[src/rtl/accu_pkg.sv]
package accu_pkg;

   localparam int OPC_W  = 4;
   localparam int STEP_W = 3;

   localparam logic [OPC_W-1:0] OPC_SUM  = 4'h1;
   localparam logic [OPC_W-1:0] OPC_ISZ  = 4'h2;
   localparam logic [OPC_W-1:0] OPC_CALL = 4'h3;

   typedef enum logic [1:0] {
      PH_FETCH = 2'd0,
      PH_INDIR = 2'd1,
      PH_EXEC  = 2'd2,
      PH_INTR  = 2'd3
   } phase_e;

   typedef enum logic [1:0] {
      ALU_NONE = 2'd0,
      ALU_ADD  = 2'd1,
      ALU_INC  = 2'd2
   } alu_op_e;

   typedef enum logic [1:0] {
      ASRC_AC  = 2'd0,
      ASRC_MBR = 2'd1,
      ASRC_SP  = 2'd2
   } alu_src_e;

   // One enable per register transfer; at most one source per destination.
   typedef struct packed {
      logic     mar_pc;
      logic     mar_ir;
      logic     mar_mbr;
      logic     mar_sp;
      logic     mar_vec;
      logic     mbr_mem;
      logic     mbr_pc;
      logic     mbr_ac;
      logic     mbr_alu;
      logic     ir_mbr;
      logic     ir_addr_mbr;
      logic     pc_inc;
      logic     pc_inc_zero;
      logic     pc_ir;
      logic     pc_mbr;
      logic     ac_alu;
      logic     sp_alu;
      logic     sp_inc;
      logic     rd;
      logic     wr;
      alu_op_e  alu_op;
      alu_src_e alu_src;
   } xfer_t;

endpackage

[src/rtl/accu_alu.sv]
module accu_alu
   import accu_pkg::*;
#(
   parameter int W            = 16,
   parameter bit SHARED_ADDER = 1'b1
) (
   input  logic          clk,
   input  logic          rst_n,
   input  alu_op_e       op,
   input  logic [W-1:0]  a,
   input  logic [W-1:0]  b,
   output logic [W-1:0]  q
);

   localparam logic [W-1:0] ONE = {{(W-1){1'b0}}, 1'b1};

   logic [W-1:0] sum;

   generate
      if (SHARED_ADDER) begin : g_shared
         logic [W-1:0] addend;
         assign addend = (op == ALU_INC) ? ONE : b;
         assign sum    = a + addend;
      end else begin : g_split
         logic [W-1:0] inc_res;
         logic [W-1:0] add_res;
         assign inc_res = a + ONE;
         assign add_res = a + b;
         assign sum     = (op == ALU_INC) ? inc_res : add_res;
      end
   endgenerate

   always_ff @(posedge clk) begin
      if (!rst_n)                q <= '0;
      else if (op != ALU_NONE)   q <= sum;
   end

endmodule

[src/rtl/accu_seq_ctrl.sv]
module accu_seq_ctrl
   import accu_pkg::*;
(
   input  logic                clk,
   input  logic                rst_n,
   input  logic [OPC_W-1:0]    opcode,
   input  logic                ind_bit,
   input  logic                irq_take,
   output phase_e              phase,
   output logic [STEP_W-1:0]   step
);

   logic [STEP_W-1:0] exec_last;

   always_comb begin
      unique case (opcode)
         OPC_SUM:  exec_last = STEP_W'(3);
         OPC_ISZ:  exec_last = STEP_W'(2);
         OPC_CALL: exec_last = STEP_W'(2);
         default:  exec_last = STEP_W'(0);
      endcase
   end

   always_ff @(posedge clk) begin
      if (!rst_n) begin
         phase <= PH_FETCH;
         step  <= '0;
      end else begin
         unique case (phase)
            PH_FETCH: begin
               if (step == STEP_W'(4)) begin
                  phase <= ind_bit ? PH_INDIR : PH_EXEC;
                  step  <= '0;
               end else begin
                  step  <= step + 1'b1;
               end
            end
            PH_INDIR: begin
               if (step == STEP_W'(1)) begin
                  phase <= PH_EXEC;
                  step  <= '0;
               end else begin
                  step  <= step + 1'b1;
               end
            end
            PH_EXEC: begin
               if (step == exec_last) begin
                  phase <= irq_take ? PH_INTR : PH_FETCH;
                  step  <= '0;
               end else begin
                  step  <= step + 1'b1;
               end
            end
            default: begin
               if (step == STEP_W'(4)) begin
                  phase <= PH_FETCH;
                  step  <= '0;
               end else begin
                  step  <= step + 1'b1;
               end
            end
         endcase
      end
   end

endmodule

[src/rtl/accu_xfer_dec.sv]
module accu_xfer_dec
   import accu_pkg::*;
(
   input  phase_e              phase,
   input  logic [STEP_W-1:0]   step,
   input  logic [OPC_W-1:0]    opcode,
   output xfer_t               ctl
);

   always_comb begin
      ctl = '0;
      unique case (phase)
         PH_FETCH: begin
            unique case (step)
               3'd0: ctl.mar_pc = 1'b1;
               3'd1: begin ctl.rd = 1'b1; ctl.mbr_mem = 1'b1; ctl.pc_inc = 1'b1; end
               3'd2: ctl.ir_mbr = 1'b1;
               3'd3: ctl.mar_ir = 1'b1;
               default: begin ctl.rd = 1'b1; ctl.mbr_mem = 1'b1; end
            endcase
         end
         PH_INDIR: begin
            if (step == 3'd0) begin
               ctl.mar_mbr     = 1'b1;
               ctl.ir_addr_mbr = 1'b1;
            end else begin
               ctl.rd      = 1'b1;
               ctl.mbr_mem = 1'b1;
            end
         end
         PH_EXEC: begin
            unique case (opcode)
               OPC_SUM: begin
                  unique case (step)
                     3'd0: begin ctl.alu_op = ALU_ADD; ctl.alu_src = ASRC_AC; end
                     3'd1: ctl.ac_alu = 1'b1;
                     3'd2: begin ctl.mbr_ac = 1'b1; ctl.mar_ir = 1'b1; end
                     default: ctl.wr = 1'b1;
                  endcase
               end
               OPC_ISZ: begin
                  unique case (step)
                     3'd0: begin ctl.alu_op = ALU_INC; ctl.alu_src = ASRC_MBR; end
                     3'd1: ctl.mbr_alu = 1'b1;
                     default: begin ctl.wr = 1'b1; ctl.pc_inc_zero = 1'b1; end
                  endcase
               end
               OPC_CALL: begin
                  unique case (step)
                     3'd0: begin ctl.mbr_pc = 1'b1; ctl.mar_sp = 1'b1; end
                     3'd1: begin ctl.wr = 1'b1; ctl.alu_op = ALU_INC; ctl.alu_src = ASRC_SP; end
                     default: begin ctl.pc_ir = 1'b1; ctl.sp_alu = 1'b1; end
                  endcase
               end
               default: ;
            endcase
         end
         default: begin
            unique case (step)
               3'd0: begin ctl.mbr_pc = 1'b1; ctl.mar_sp = 1'b1; end
               3'd1: begin ctl.wr = 1'b1; ctl.sp_inc = 1'b1; end
               3'd2: ctl.mar_vec = 1'b1;
               3'd3: begin ctl.rd = 1'b1; ctl.mbr_mem = 1'b1; end
               default: ctl.pc_mbr = 1'b1;
            endcase
         end
      endcase
   end

endmodule

[src/rtl/accu_seq_cpu.sv]
module accu_seq_cpu
   import accu_pkg::*;
#(
   parameter int                DATA_W       = 16,
   parameter int                ADDR_W       = 11,
   parameter logic [ADDR_W-1:0] STACK_BASE   = 11'h600,
   parameter logic [ADDR_W-1:0] INT_VEC      = 11'h7F0,
   parameter bit                SHARED_ADDER = 1'b1
) (
   input  logic              clk,
   input  logic              rst_n,
   input  logic              irq,
   input  logic              irq_enable,
   output logic [ADDR_W-1:0] mem_addr,
   output logic              mem_rd,
   output logic              mem_wr,
   output logic [DATA_W-1:0] mem_wdata,
   input  logic [DATA_W-1:0] mem_rdata
);

   localparam int OPC_LSB = DATA_W - OPC_W;
   localparam int IND_BIT = OPC_LSB - 1;
   localparam int EXT_W   = DATA_W - ADDR_W;

   generate
      if (ADDR_W + 1 + OPC_W != DATA_W) begin : g_bad_format
         $error("instruction word must hold opcode, indirect bit and address field exactly");
      end
      if (ADDR_W < 2) begin : g_bad_addr
         $error("address field too narrow");
      end
   endgenerate

   logic [ADDR_W-1:0] pc_q, mar_q, sp_q;
   logic [DATA_W-1:0] mbr_q, ir_q, ac_q;
   logic [DATA_W-1:0] alu_a, alu_q;
   logic [OPC_W-1:0]  opcode;
   logic [ADDR_W-1:0] ir_addr;
   phase_e            phase;
   logic [STEP_W-1:0] step;
   xfer_t             ctl;
   logic              skip_hit;

   assign opcode  = ir_q[DATA_W-1:OPC_LSB];
   assign ir_addr = ir_q[ADDR_W-1:0];

   accu_seq_ctrl u_seq (
      .clk      (clk),
      .rst_n    (rst_n),
      .opcode   (opcode),
      .ind_bit  (ir_q[IND_BIT]),
      .irq_take (irq & irq_enable),
      .phase    (phase),
      .step     (step)
   );

   accu_xfer_dec u_dec (
      .phase  (phase),
      .step   (step),
      .opcode (opcode),
      .ctl    (ctl)
   );

   always_comb begin
      unique case (ctl.alu_src)
         ASRC_AC:  alu_a = ac_q;
         ASRC_SP:  alu_a = {{EXT_W{1'b0}}, sp_q};
         default:  alu_a = mbr_q;
      endcase
   end

   accu_alu #(.W(DATA_W), .SHARED_ADDER(SHARED_ADDER)) u_alu (
      .clk   (clk),
      .rst_n (rst_n),
      .op    (ctl.alu_op),
      .a     (alu_a),
      .b     (mbr_q),
      .q     (alu_q)
   );

   assign skip_hit = ctl.pc_inc_zero && (mbr_q == '0);

   always_ff @(posedge clk) begin
      if (!rst_n) begin
         pc_q  <= '0;
         mar_q <= '0;
         sp_q  <= STACK_BASE;
         mbr_q <= '0;
         ir_q  <= '0;
         ac_q  <= '0;
      end else begin
         if      (ctl.mar_pc)  mar_q <= pc_q;
         else if (ctl.mar_ir)  mar_q <= ir_addr;
         else if (ctl.mar_mbr) mar_q <= mbr_q[ADDR_W-1:0];
         else if (ctl.mar_sp)  mar_q <= sp_q;
         else if (ctl.mar_vec) mar_q <= INT_VEC;

         if      (ctl.mbr_mem) mbr_q <= mem_rdata;
         else if (ctl.mbr_pc)  mbr_q <= {{EXT_W{1'b0}}, pc_q};
         else if (ctl.mbr_ac)  mbr_q <= ac_q;
         else if (ctl.mbr_alu) mbr_q <= alu_q;

         if      (ctl.ir_mbr)      ir_q <= mbr_q;
         else if (ctl.ir_addr_mbr) ir_q[ADDR_W-1:0] <= mbr_q[ADDR_W-1:0];

         if      (ctl.pc_inc || skip_hit) pc_q <= pc_q + 1'b1;
         else if (ctl.pc_ir)              pc_q <= ir_addr;
         else if (ctl.pc_mbr)             pc_q <= mbr_q[ADDR_W-1:0];

         if (ctl.ac_alu) ac_q <= alu_q;

         if      (ctl.sp_alu) sp_q <= alu_q[ADDR_W-1:0];
         else if (ctl.sp_inc) sp_q <= sp_q + 1'b1;
      end
   end

   assign mem_addr  = mar_q;
   assign mem_wdata = mbr_q;
   assign mem_rd    = ctl.rd;
   assign mem_wr    = ctl.wr;

endmodule

[config.mk]
export PLATFORM = sky130hd
export DESIGN_NAME = accu_seq_cpu
export DESIGN_NICKNAME = d
export VERILOG_FILES = /design/src/rtl/accu_pkg.sv /design/src/rtl/accu_alu.sv /design/src/rtl/accu_seq_ctrl.sv /design/src/rtl/accu_xfer_dec.sv /design/src/rtl/accu_seq_cpu.sv
export SDC_FILE = /design/constraint.sdc
export NUM_CORES = 1
export LEC_CHECK = 0
export ABC_AREA = 1
export ABC_CLOCK_PERIOD_IN_PS = 3700
export BUFFER_PORTS_ARGS = -buffer_cell sky130_fd_sc_hd__buf_2
export CAP_MARGIN = 20
export CORE_MARGIN = 8
export CORE_UTILIZATION = 61
export DETAILED_ROUTE_END_ITERATION = 12
export PLACE_DENSITY = 0.81
export SYNTH_ARGS = -nofsm -noshare
export SYNTH_HDL_FRONTEND = slang
export SYNTH_SLANG_ARGS = --single-unit
[constraint.sdc]
create_clock -name clk -period 3.7 [get_ports clk]
set_input_delay 0 -clock clk [delete_from_list [all_inputs] [get_ports clk]]
set_output_delay 0 -clock clk [all_outputs]
set_load 0.03 [all_outputs]
==> summary.md <==
| Metric | Value |
|---|---|
| Resized cells post-CTS | `0` |
| IO Pins | `49` |
| Core Region | `10890 sq um` |
| Max Clk Rate | `299.4 MHz` |
| Die Y | `121.6 um` |
| Wire per inst | `16.95 um` |
| Worst reg2reg path startpoint | `u_seq.step[1]` |
| Final worst path period share | `0.9026` |
| Global-route wire length before repair | `33.94 mm` |
| Slew @ Worst Pin | `0.8073 ns` |
| Crit end category | `register` |
| Reg2reg setup slack | `0.36 ns` |
| # setup viols final | `0` |
| Total GRT Usage | `0.2888` |
| CP cell instances | `inv_1 > ha_1 > nand2_4 > nor2_4 > nand2_2 > nand2_4 > or2_2 > ha_1 > fa_1 > nand3_1 > nand2_1 > nand2_1 > nand2_1 > nand2_1 > nand2_1 > nand2_1 > nand3_1 > nand2_1 > inv_1` |
| Post-synth EDFFs | `0` |
| Post-synthesis register bit count | `102` |
| Iteration count of the initial detailed-routing pass | `5` |
| Synth top area cells | `dfxtp_1 (30%), nand2_1 (13%), o21ai_0 (8.5%)` |
| Seq/Total Area, Yosys | `0.3000` |
| DRC Markers | `0` |
| Clk sinks | `102` |
| Die area | `14790 sq um` |
| Min-Delay Endpoint | `mem_wdata[1]` |
| Tmin final | `3.339 ns` |
| Number of CTS-inserted buffers | `9` |
| Yosys warns | `0` |
| Vias in the first global route | `6560` |
| Post-Route Utilization | `0.6728` |
| Largest net degree at the start of global routing | `87` |
| FF-to-FF End | `u_alu.q[14]` |
| Clk buf depth | `2` |
| Max-slew violations | `0` |
| Final hold vios | `0` |
| Slew headroom | `0.4618` |
| CP delay by family, top | `simple AND/OR/NAND/NOR gates` |
| Routed vias/inst | `5.721` |
| Starting Density | `0.6251` |
| Biggest area consumer among synthesized cells | `dfxtp_1` |
| Number of max-cap violations | `0` |
| Cell repeated most along the worst path | `nand2_1` |
| Die W | `121.6 um` |
| Buf/Inv on CP | `2` |
| GR Overflow Total | `0` |
| PortBufs | `48` |
| Worst Path Arrival | `3.63 ns` |
| VDD IR max | `0.0005128 V` |
| Outcome | `finished clean` |
| Gpl congestion | `0.9818` |
| Mapped Area | `6807 sq um` |
| Initial antenna violation count | `1` |
| Power per cell area | `639.5 nW/um^2` |
| Clock Skews | `0.01034 ns` |
| # placed instances | `1235` |
| Nets | `1165` |
| Leakage | `3.357 nW` |
| Hold Path Stages | `5` |
| Critical path type | `register to register` |
| Startpoint types | `register` |
| Dpl hpwl | `15.83 mm` |
| RSZ-0062 raised after global routing | `no` |
| Share of layout cells above drive strength 1 | `0.09439` |
| Share of Yosys cell area claimed by the top area cell type | `0.3000` |
| CP peak stage delay | `0.42 ns` |
| ANT nets after route | `0` |
| Area Overhead vs Synth | `7.629%` |
| Mapped Cells | `1087` |
| H-tree depth | `3` |
| Clk root buf | `clkbuf_8` |
| Clk_lat worst skew | `0.39 ns` |
| Fill count | `1022` |
| Tightest Hold Check Type | `primary input to register` |
| Setup crit start | `u_seq.step[1]` |
| WL final | `21.42 mm` |
| Max stage delay cell, worst path | `fa_1` |
| Setup slack at placement | `0.4404 ns` |
| Main synth FF type | `dfxtp_1` |
| TritonCTS clock tree | `yes` |
| Unique cell type count in the Yosys netlist | `39` |
| Fraction of registers with async set/reset | `0` |
| Finished Layout Cells | `1264` |
| Hold Path Origin | `mem_rdata[1]` |
| Post-CTS setup buffer count | `0` |
| R2r worst-path depth | `19` |
| Crit-path max FO | `25` |
| Syn_area_per_cell | `6.262 sq um` |
| Rows | `38` |
| Worst Setup Slack, final | `0.3605 ns` |
| Vias | `7231` |
| Register clock-pin slew on the reported worst setup and hold paths | `0.10 ns` |
| Sum of negative setup slack | `0 ns` |
| Most common cell after layout, fill and taps aside | `nand2_1` |
| Worst Path Required | `3.99 ns` |
| Most frequent cells in the layout | `nand2_1 (243), nor2_1 (148), o21ai_0 (115)` |
| First DRT Iteration DRCs | `890` |
| Syn Nets | `1134` |
[metal layers]
layer | part of all wire | up-vias | GRT usage
met4 | 0.037 | 0 | 0.1226
met3 | 0.089 | 51 | 0.06108
met5 | 0 | - | 0
met1 | 0.41 | 3248 | 0.3644
met2 | 0.46 | 324 | 0.4686
li1 | - | 3608 | -
[through the flow]
stage / power (mW) / cell area (sq um) / hold WS, ns
6_report: 4.685 / 7326 / 0.007712
5_1_grt: 5.010 / 7326 / 0.01360
4_1_cts: 4.641 / 7323 / 0.001689
3_3_place_gp: 3.906 / 7022 / 0.3193
2_1_floorplan: 3.361 / 6807 / 0.2154
3_5_place_dp: 3.946 / 7022 / 0.3261
[synthesized netlist by cell type (3+ instances only)]
cell      count
o211ai_1      3
nor3_1       14
nor2_2        3
or2_2         4
ha_1         26
inv_1       108
o21ai_1      27
inv_4         3
a21oi_1     104
xnor2_1       7
nand2_1     243
nand3_2       4
nand3_1      55
inv_2         9
dfxtp_1     102
buf_4         4
a31oi_1       4
buf_6         5
xor2_1       15
clkbuf_1     19
o21ai_0     115
nand4_1      11
nand2_4       5
buf_2        18
nand2_2       3
nor2_1      148
o221ai_1      3
o22ai_1      11
[final cells by class]
class / count / area, sq um / share of cell area
Antenna cell: 1 / 2.502 / 0.0003416
Clock buffer: 10 / 127.6 / 0.01742
Clock inverter: 6 / 53.80 / 0.007344
Inverter: 121 / 461.7 / 0.06302
Multi-Input combinational cell: 817 / 4050 / 0.5529
Sequential cell: 102 / 2042 / 0.2787
Tap cell: 140 / 175.2 / 0.02391
Timing Repair Buffer: 67 / 412.9 / 0.05636
[sequential cells by signal, indices dropped and copies added, names as in the netlist]
name and flops:
ac_q 16, ir_q 16, mem_wdata 16, u_alu.q 16, mem_addr 11, pc_q 11, sp_q 11, u_seq.step 3
u_seq.phase 2
[kinds of logic (layout without fill, tap and decap cells)]
group           Yosys count  after routing  synth area share
xor+xnor                 22             22           0.02831
fa+ha+maj                27             27           0.05074
simple gates            494            494            0.3057
buf+inv                 168            204            0.1050
compound gates          274            274            0.2103
other cells               0              1                 0
flops                   102            102            0.3000
[what timing repair did]
| action | in CTS | in global routing |
|---|---|---|
| setup endpoints to repair | 0 | 0 |
| endpoints found under the hold margin | 12 | 0 |
| hold buffers | 12 | 0 |
[worst max-delay path by stage]
stage                  endpoint  cells past startpoint
floorplan           u_alu.q[14]                     20
global placement    u_alu.q[14]                     19
detailed placement  u_alu.q[14]                     19
CTS                 u_alu.q[14]                     19
global route        u_alu.q[14]                     19
finish              u_alu.q[14]                     19
[worst register-to-register path: stages (launching register included)]
cell	delay (ns)
dfxtp_1	0.41
inv_1	0.10
ha_1	0.23
nand2_4	0.14
nor2_4	0.06
nand2_2	0.29
nand2_4	0.25
or2_2	0.35
ha_1	0.21
fa_1	0.42
nand3_1	0.10
nand2_1	0.10
nand2_1	0.08
nand2_1	0.10
nand2_1	0.12
nand2_1	0.06
nand2_1	0.06
nand3_1	0.06
nand2_1	0.07
inv_1	0.04
[power breakdown]
group / internal [mW] / switching [mW] / leakage [nW]
registers: 1.33 / 0.298 / 0.832
clock network: 0.257 / 0.434 / 0.0894
logic: 0.722 / 1.64 / 2.44
total: 2.31 / 2.38 / 3.36
(Power assumes the default switching activity.)
